<file path="config.mk">
export PLATFORM = sky130hd
export DESIGN_NAME = phase_detector_lock
export DESIGN_NICKNAME = d
export VERILOG_FILES = /design/src/rtl/pfd_pkg.sv /design/src/rtl/pfd_edge_sync.sv /design/src/rtl/pfd_core.sv /design/src/rtl/pfd_lock_mon.sv /design/src/rtl/phase_detector_lock.sv
export SDC_FILE = /design/constraint.sdc
export NUM_CORES = 1
export LEC_CHECK = 0
export ABC_AREA = 1
export BUFFER_PORTS_ARGS = -buffer_cell sky130_fd_sc_hd__buf_2
export CAP_MARGIN = 20
export CORE_UTILIZATION = 40
export CTS_BUF_LIST = sky130_fd_sc_hd__clkbuf_4 sky130_fd_sc_hd__clkbuf_8
export DETAILED_ROUTE_END_ITERATION = 16
export PLACE_DENSITY = 0.57
export SYNTH_ARGS = -nofsm -noshare
export SYNTH_HDL_FRONTEND = slang
export SYNTH_SLANG_ARGS = --single-unit
</file>
<file path="constraint.sdc">
create_clock -name clk -period 3.1 [get_ports clk]
set_input_delay 0.31 -clock clk [delete_from_list [all_inputs] [get_ports clk]]
set_output_delay 0.31 -clock clk [all_outputs]
set_load 0.01 [all_outputs]
</file>
<file path="src/rtl/pfd_pkg.sv">
package pfd_pkg;

    typedef struct packed {
        logic up;
        logic dn;
    } pfd_flags_t;

    // level driven on the pump for a given pulse direction and polarity
    function automatic logic pump_level(input logic up_dir, input logic invert);
        return up_dir ^ invert;
    endfunction

endpackage

</file>
<file path="src/rtl/pfd_edge_sync.sv">
module pfd_edge_sync #(
    parameter int STAGES = 2
) (
    input  logic clk,
    input  logic rst_n,
    input  logic sig_i,
    output logic rise_o
);
    typedef struct packed {
        logic [STAGES-1:0] chain;
        logic              prev;
    } sync_state_t;

    sync_state_t st_d, st_q;

    generate
        if (STAGES == 1) begin : g_single
            always_comb begin
                st_d       = st_q;
                st_d.chain = sig_i;
                st_d.prev  = st_q.chain[0];
            end
        end else begin : g_multi
            always_comb begin
                st_d       = st_q;
                st_d.chain = {st_q.chain[STAGES-2:0], sig_i};
                st_d.prev  = st_q.chain[STAGES-1];
            end
        end
    endgenerate

    always_ff @(posedge clk or negedge rst_n) begin
        if (!rst_n) st_q <= '0;
        else        st_q <= st_d;
    end

    assign rise_o = st_q.chain[STAGES-1] & ~st_q.prev;
endmodule

</file>
<file path="src/rtl/pfd_core.sv">
module pfd_core
    import pfd_pkg::*;
(
    input  logic clk,
    input  logic rst_n,
    input  logic active_i,
    input  logic ref_rise_i,
    input  logic fbk_rise_i,
    output logic up_o,
    output logic dn_o
);
    pfd_flags_t fl_d, fl_q;

    always_comb begin
        fl_d    = fl_q;
        fl_d.up = fl_q.up | ref_rise_i;
        fl_d.dn = fl_q.dn | fbk_rise_i;
        // both edges seen: common reset of the two flags
        if (fl_d.up && fl_d.dn) begin
            fl_d.up = 1'b0;
            fl_d.dn = 1'b0;
        end
        if (!active_i) begin
            fl_d = '0;
        end
    end

    always_ff @(posedge clk or negedge rst_n) begin
        if (!rst_n) fl_q <= '0;
        else        fl_q <= fl_d;
    end

    assign up_o = fl_q.up;
    assign dn_o = fl_q.dn;
endmodule

</file>
<file path="src/rtl/pfd_lock_mon.sv">
module pfd_lock_mon #(
    parameter int LOCK_WIN     = 5,
    parameter int LOCK_PERIODS = 4
) (
    input  logic clk,
    input  logic rst_n,
    input  logic active_i,
    input  logic ref_rise_i,
    input  logic up_i,
    input  logic dn_i,
    output logic lock_o
);
    localparam int WW = $clog2(LOCK_WIN + 1);
    localparam int GW = $clog2(LOCK_PERIODS + 1);
    localparam logic [WW-1:0] WIN_LAST = WW'(LOCK_WIN - 1);
    localparam logic [WW-1:0] WIN_MAX  = WW'(LOCK_WIN);
    localparam logic [GW-1:0] GOOD_MAX = GW'(LOCK_PERIODS);

    typedef struct packed {
        logic [WW-1:0] width;
        logic [GW-1:0] good;
        logic          wide_seen;
        logic          lock;
    } lock_state_t;

    lock_state_t st_d, st_q;
    logic        pulse_on;
    logic        too_wide;

    always_comb begin
        st_d     = st_q;
        pulse_on = up_i | dn_i;
        too_wide = pulse_on && (st_q.width >= WIN_LAST);

        if (pulse_on) begin
            if (st_q.width != WIN_MAX) st_d.width = st_q.width + 1'b1;
        end else begin
            st_d.width = '0;
        end

        if (too_wide) begin
            st_d.lock      = 1'b0;
            st_d.good      = '0;
            st_d.wide_seen = 1'b1;
        end

        if (ref_rise_i) begin
            st_d.wide_seen = 1'b0;
            if (too_wide || st_q.wide_seen) begin
                st_d.good = '0;
            end else if (st_q.good != GOOD_MAX) begin
                st_d.good = st_q.good + 1'b1;
            end
            st_d.lock = (st_d.good == GOOD_MAX);
        end

        if (!active_i) begin
            st_d = '0;
        end
    end

    always_ff @(posedge clk or negedge rst_n) begin
        if (!rst_n) st_q <= '0;
        else        st_q <= st_d;
    end

    assign lock_o = st_q.lock;
endmodule

</file>
<file path="src/rtl/phase_detector_lock.sv">
module phase_detector_lock
    import pfd_pkg::*;
#(
    parameter int SYNC_STAGES  = 2,
    parameter int LOCK_WIN     = 5,
    parameter int LOCK_PERIODS = 4
) (
    input  logic clk,
    input  logic rst_n,
    input  logic ref_i,
    input  logic fbk_i,
    input  logic invert_i,
    input  logic run_i,
    output logic drv_en_o,
    output logic drv_lvl_o,
    output logic up_o,
    output logic down_o,
    output logic lock_o
);
    typedef struct packed {
        logic run;
    } top_state_t;

    top_state_t st_d, st_q;
    logic ref_rise, fbk_rise;
    logic up_w, dn_w;

    always_comb begin
        st_d     = st_q;
        st_d.run = run_i;
    end

    always_ff @(posedge clk or negedge rst_n) begin
        if (!rst_n) st_q <= '0;
        else        st_q <= st_d;
    end

    pfd_edge_sync #(.STAGES(SYNC_STAGES)) u_ref_sync (
        .clk(clk), .rst_n(rst_n), .sig_i(ref_i), .rise_o(ref_rise)
    );

    pfd_edge_sync #(.STAGES(SYNC_STAGES)) u_fbk_sync (
        .clk(clk), .rst_n(rst_n), .sig_i(fbk_i), .rise_o(fbk_rise)
    );

    pfd_core u_core (
        .clk(clk), .rst_n(rst_n), .active_i(st_q.run),
        .ref_rise_i(ref_rise), .fbk_rise_i(fbk_rise),
        .up_o(up_w), .dn_o(dn_w)
    );

    pfd_lock_mon #(.LOCK_WIN(LOCK_WIN), .LOCK_PERIODS(LOCK_PERIODS)) u_lock (
        .clk(clk), .rst_n(rst_n), .active_i(st_q.run),
        .ref_rise_i(ref_rise), .up_i(up_w), .dn_i(dn_w),
        .lock_o(lock_o)
    );

    always_comb begin
        drv_en_o  = up_w | dn_w;
        drv_lvl_o = 1'b0;
        if (up_w)      drv_lvl_o = pump_level(1'b1, invert_i);
        else if (dn_w) drv_lvl_o = pump_level(1'b0, invert_i);
    end

    assign up_o   = up_w;
    assign down_o = dn_w;
endmodule

</file>
======== After elaboration in Yosys (flattened, before gate mapping) ========
Cells that the tools add are included.
cells by class
  reduce and logical (&&, ||, !) cells .... 3
  equality and inequality tests ........... 5
  $lt $le $gt $ge ......................... 1
  bitwise operators ....................... 8
  muxes and demuxes ....................... 12
  add/sub/neg operators ................... 2
operators with widths
  cell                   number
  $mux W3                5
  $mux W5                2
  $mux W8                1
  $add A3 B1 Y3 const B  2
  $ne A3 B3 Y1 const B   2
  $mux W2                2
  $eq A3 B3 Y1 const B   1
  $ge A3 B3 Y1 const B   1
  $ne A3 B1 Y1 const B   1
  $ne A3 B2 Y1 const B   1
  $not A1 Y1             3
  $or A1 B1 Y1           3
  $and A1 B1 Y1          2
  $logic_and A1 B1 Y1    2
  $mux W1                2
  $logic_or A1 B1 Y1     1
storage, ports and cells
  flip-flop bits (word level) ............. 17
  output and inout bits ................... 5

======== Longest topological paths before layout ========
  depth in word-level cells ............... 9
  depth in mapped cells ................... 8
  mapped depth without buffers ............ 8

======== By module ========
A second synthesis with hierarchy kept.
unflattened totals
  cell total of the unflattened synthesis .. 99
  area, all modules ....................... 827.0 um2
by module, submodules not included
  module               area an instance (um2)  times used  cells each
  pfd_lock_mon         525.5                   1           73
  pfd_edge_sync        85.1                    2           5
  pfd_core             80.1                    1           9
  phase_detector_lock  51.3                    1           7

======== Least setup slack after synthesis ========
Ideal clock, no wire load.
  path kind ............................... register to register
  start point ............................. register u_lock.st_q[2] (netlist name)
  end point ............................... register u_lock.st_q (netlist bit u_lock.lock_o)
  path slack .............................. 2.039 ns
  path buffers ............................ 0
  arrival time ............................ 0.945 ns
  cell stages (with the launch flop) ...... 9
  cell sequence ........................... dfrtp_1 inv_1 ha_1 nand2_1 nand2_1 nand2_4 nor2_1 nand2_1 nand2_1
between the ends
  word-level cells in the longest chain between the ends .. 7
  elaborated cells between the ends (all ways) .. 9
  classes of those cells .................. add/sub (1); eq/ne (2); mux (6)
ends and longest elaborated chain
  item                                   RTL line            source
  from (decl)                            pfd_lock_mon.sv:26  lock_state_t st_d, st_q;
  from (signal assigned)                 pfd_lock_mon.sv:64  else st_q <= st_d;
  $add A3 B1 Y3 (tied with other cells)  pfd_lock_mon.sv:52  st_d.good = st_q.good + 1'b1;
  $mux W3 (*)                            pfd_lock_mon.sv:51  end else if (st_q.good != GOOD_MAX) begin
  $mux W3 (*)                            pfd_lock_mon.sv:49  if (too_wide || st_q.wide_seen) begin
  $mux W3 (*)                            pfd_lock_mon.sv:47  if (ref_rise_i) begin
  $eq A3 B3 Y1 (*)                       pfd_lock_mon.sv:54  st_d.lock = (st_d.good == GOOD_MAX);
  $mux W5 (*)                            pfd_lock_mon.sv:47
  $mux W8 (*)                            pfd_lock_mon.sv:57  if (!active_i) begin
Every way passes the cells marked *; elsewhere a longest branch is shown, timed or not. The select of a mux whose other input is x is not followed.
A chain may end at the register's enable or synchronous reset.

======== Worst setup path after layout ========
  start point ............................. register u_core.fl_q (netlist bit u_core.up_o)
  end point ............................... output port drv_lvl_o
between the ends
  word-level cells in the longest chain between the ends .. 1
ends and longest elaborated chain
  item                    RTL line                   source
  from (decl)             pfd_core.sv:12             pfd_flags_t fl_d, fl_q;
  from (signal assigned)  pfd_core.sv:30             else fl_q <= fl_d;
  $mux W1                 phase_detector_lock.sv:61  if (up_w) drv_lvl_o = pump_level(1'b1, invert_i);
  to (decl)               phase_detector_lock.sv:15  output logic drv_lvl_o,
No other way between the ends.

==> results.json <==
{
  "arrival_ns": 1.08,
  "holdWs_ns": 0.112,
  "period_share": 0.450,
  "syn2layout_area_growth_pct": 15.3,
  "ant_nets": 0,
  "drt_wl_total_um": 1300,
  "fp.dieW_um": 46.6,
  "synth_cell_types": 17,
  "yosys_warnings": 0,
  "hold_path_class": "input port to register",
  "crit_fanout": 4,
  "dieArea_um2": 2170,
  "ys.flop_type": "dfrtp_1",
  "critPathRequiredTime_ns": 2.79,
  "dpl.hpwl_um": 1010,
  "grt_first_pass_wirelength_um": 2060,
  "grt_pass1_vias": 494,
  "fmax_mhz": 717,
  "dr.first_iter.drc_count": 8,
  "criticalPathCategory": "register to output port",
  "yosysSeqAreaShare": 0.535,
  "syn_inst": 88,
  "antenna_found_initial": 0,
  "crit-reg2reg-capture": "u_lock.lock_o",
  "worstMarginPinSlew_ns": 0.377,
  "finalSetupViolations": 0,
  "clock-root-buffer": "clkbuf_4",
  "instances_no_fill": 128,
  "finClkSkew_ns": 0.000645,
  "rrSetupSlack_ns": 1.93,
  "via_per_inst": 4.48,
  "via_count": 574,
  "timing.rr.start": "u_lock.st_q[2]",
  "cp-end-kind": "output port",
  "num_antenna_cells": 0,
  "synth-edff-count": 0,
  "grt_use_total": 0.144,
  "dpl_worst_slack_ns": 1.93,
  "maxCapViolCount": 0,
  "cts_inserted_buffers": 3,
  "fin_crit_ns": 1.39,
  "maxSlewHeadroom": 0.749,
  "detail_route.wl_per_cell_um": 10.1,
  "ff2ff_path_depth": 8,
  "fin_nets": 114,
  "syn-num-nets": 98,
  "cts_buffer_depth": 2,
  "placed_area_um2": 876,
  "grt_max_degree": 18,
  "cts-htree-levels": 1,
  "ir_worst_vdd_mv": 0.303,
  "rsz0062_at_grt": "no",
  "cts_sinks": 17,
  "drive_gt1_frac": 0.243,
  "start_util": 0.441,
  "grt-ovfl-total": 0,
  "dp_cells": 123,
  "p_per_area_nw_per_um2": 452,
  "num_io_pins": 11,
  "worstHoldPathCells": 1,
  "finalSetupTns_ns": 0,
  "ys_seq_elements": 17,
  "outcome": "finished clean",
  "clkLatencyLatePin_ns": 0.29,
  "port-buffer-count": 10,
  "avgSynthCellArea_um2": 9.03,
  "final_core_utilization": 0.508,
  "min-delay-start": "ref_i",
  "firstDrtPassIters": 4,
  "synth_area_um2": 795,
  "drc": 0,
  "whs_endpoint": "u_ref_sync.st_d[2]",
  "p_leak_nw": 0.475,
  "design.core.area_um2": 1800,
  "clk_pin_slew_ns": 0.11,
  "fill_cells": 188,
  "postLayoutCellArea_um2": 916,
  "start_kind": "register",
  "cts_tree": "done",
  "finalPower_mw": 0.414,
  "rows": 15,
  "die_h_um": 46.6,
  "slew_violations": 0,
  "fin_ws_ns": 1.71,
  "final_hold_viol_count": 0,
  "async_flop_share": 1.00,
  "gp_congestion": 0.788
}
## Yosys cell counts, types with 2 or more instances
library cell / instances / area, µm²
nand2_1: 20 / 75.1
o21ai_1: 4 / 20.0
inv_1: 10 / 37.5
ha_1: 4 / 50.1
nand2_4: 2 / 22.5
nor2_4: 3 / 33.8
nand3_1: 3 / 15.0
a21oi_1: 4 / 20.0
inv_2: 5 / 18.8
nor2_1: 10 / 37.5
dfrtp_1: 17 / 425
## cells in the final DEF (no fill, tap or decap)
cell / count
o21ai_1: 4
nand3_1: 3
inv_2: 5
nor2_4: 3
inv_1: 10
buf_2: 10
nand2_4: 2
o211ai_1: 1
o21bai_1: 1
nor2_2: 1
dfrtp_1: 17
nor2_1: 10
xnor2_1: 1
clkinv_1: 1
clkinvlp_4: 1
nand2_1: 20
dlygate4sd3_1: 1
a21oi_1: 4
clkbuf_4: 3
nor3_1: 1
ha_1: 4
## timing repair
action                                 in CTS  in global routing
buffers inserted                            0                  0
endpoints found under the hold margin      17                  0
hold buffers                                1                  0
resized for setup                           0                  0
## power by group
part / switching (mW) / internal, mW / leakage [nW]
logic: 0.0296 / 0.0190 / 0.243
registers: 0.00875 / 0.231 / 0.218
clock network: 0.0762 / 0.0490 / 0.0139
total: 0.115 / 0.299 / 0.475
## worst max-delay path by stage
stage                         from       endpoint
floorplan           u_lock.st_q[2]  u_lock.lock_o
global placement    u_lock.st_q[2]  u_lock.lock_o
detailed placement  u_lock.st_q[2]  u_lock.lock_o
CTS                    u_core.up_o      drv_lvl_o
global route           u_core.up_o      drv_lvl_o
finish                 u_core.up_o      drv_lvl_o
## flip-flops by register name, summed over array words and instances (netlist names)
signal           flops
u_ref_sync.st_q      1
u_fbk_sync.st_q      1
u_ref_sync.st_d      2
u_core.up_o          1
u_lock.st_q          7
st_q                 1
u_fbk_sync.st_d      2
u_lock.lock_o        1
u_core.dn_o          1
## routing by layer
layer,GRT usage,share of wire,up-vias
li1,-,-,302
met1,0.171,0.49,263
met2,0.231,0.48,7
met3,0.0471,0.022,2
met4,0.0706,0.0092,0
met5,0,0,-
## critical path, stage by stage (launching register included)
cell and delay, ns:
dfrtp_1 0.44, inv_2 0.08, nand3_1 0.06, o21ai_1 0.07, buf_2 0.14
## cells by family after synthesis
| logic type | share of synthesized area |
|---|---|
| AO/OA/AOI/OAI | 0.0693 |
| XOR/XNOR | 0.0110 |
| adder cells (fa/ha/maj) | 0.0630 |
| buffers and inverters | 0.0756 |
| flip-flops | 0.535 |
| AND/OR/NAND/NOR | 0.246 |
## layout make-up
class	instances	area [µm²]	share of cell area
inverters	16	60.1	0.0656
multi-input cells	55	309	0.337
well taps	25	31.3	0.0342
clock buffers	3	22.5	0.0246
flip-flops and latches	17	425	0.464
repair buffers	11	60.1	0.0656
clock inverters	1	7.51	0.00820
Note: power is estimated with default switching activity, not from simulation.
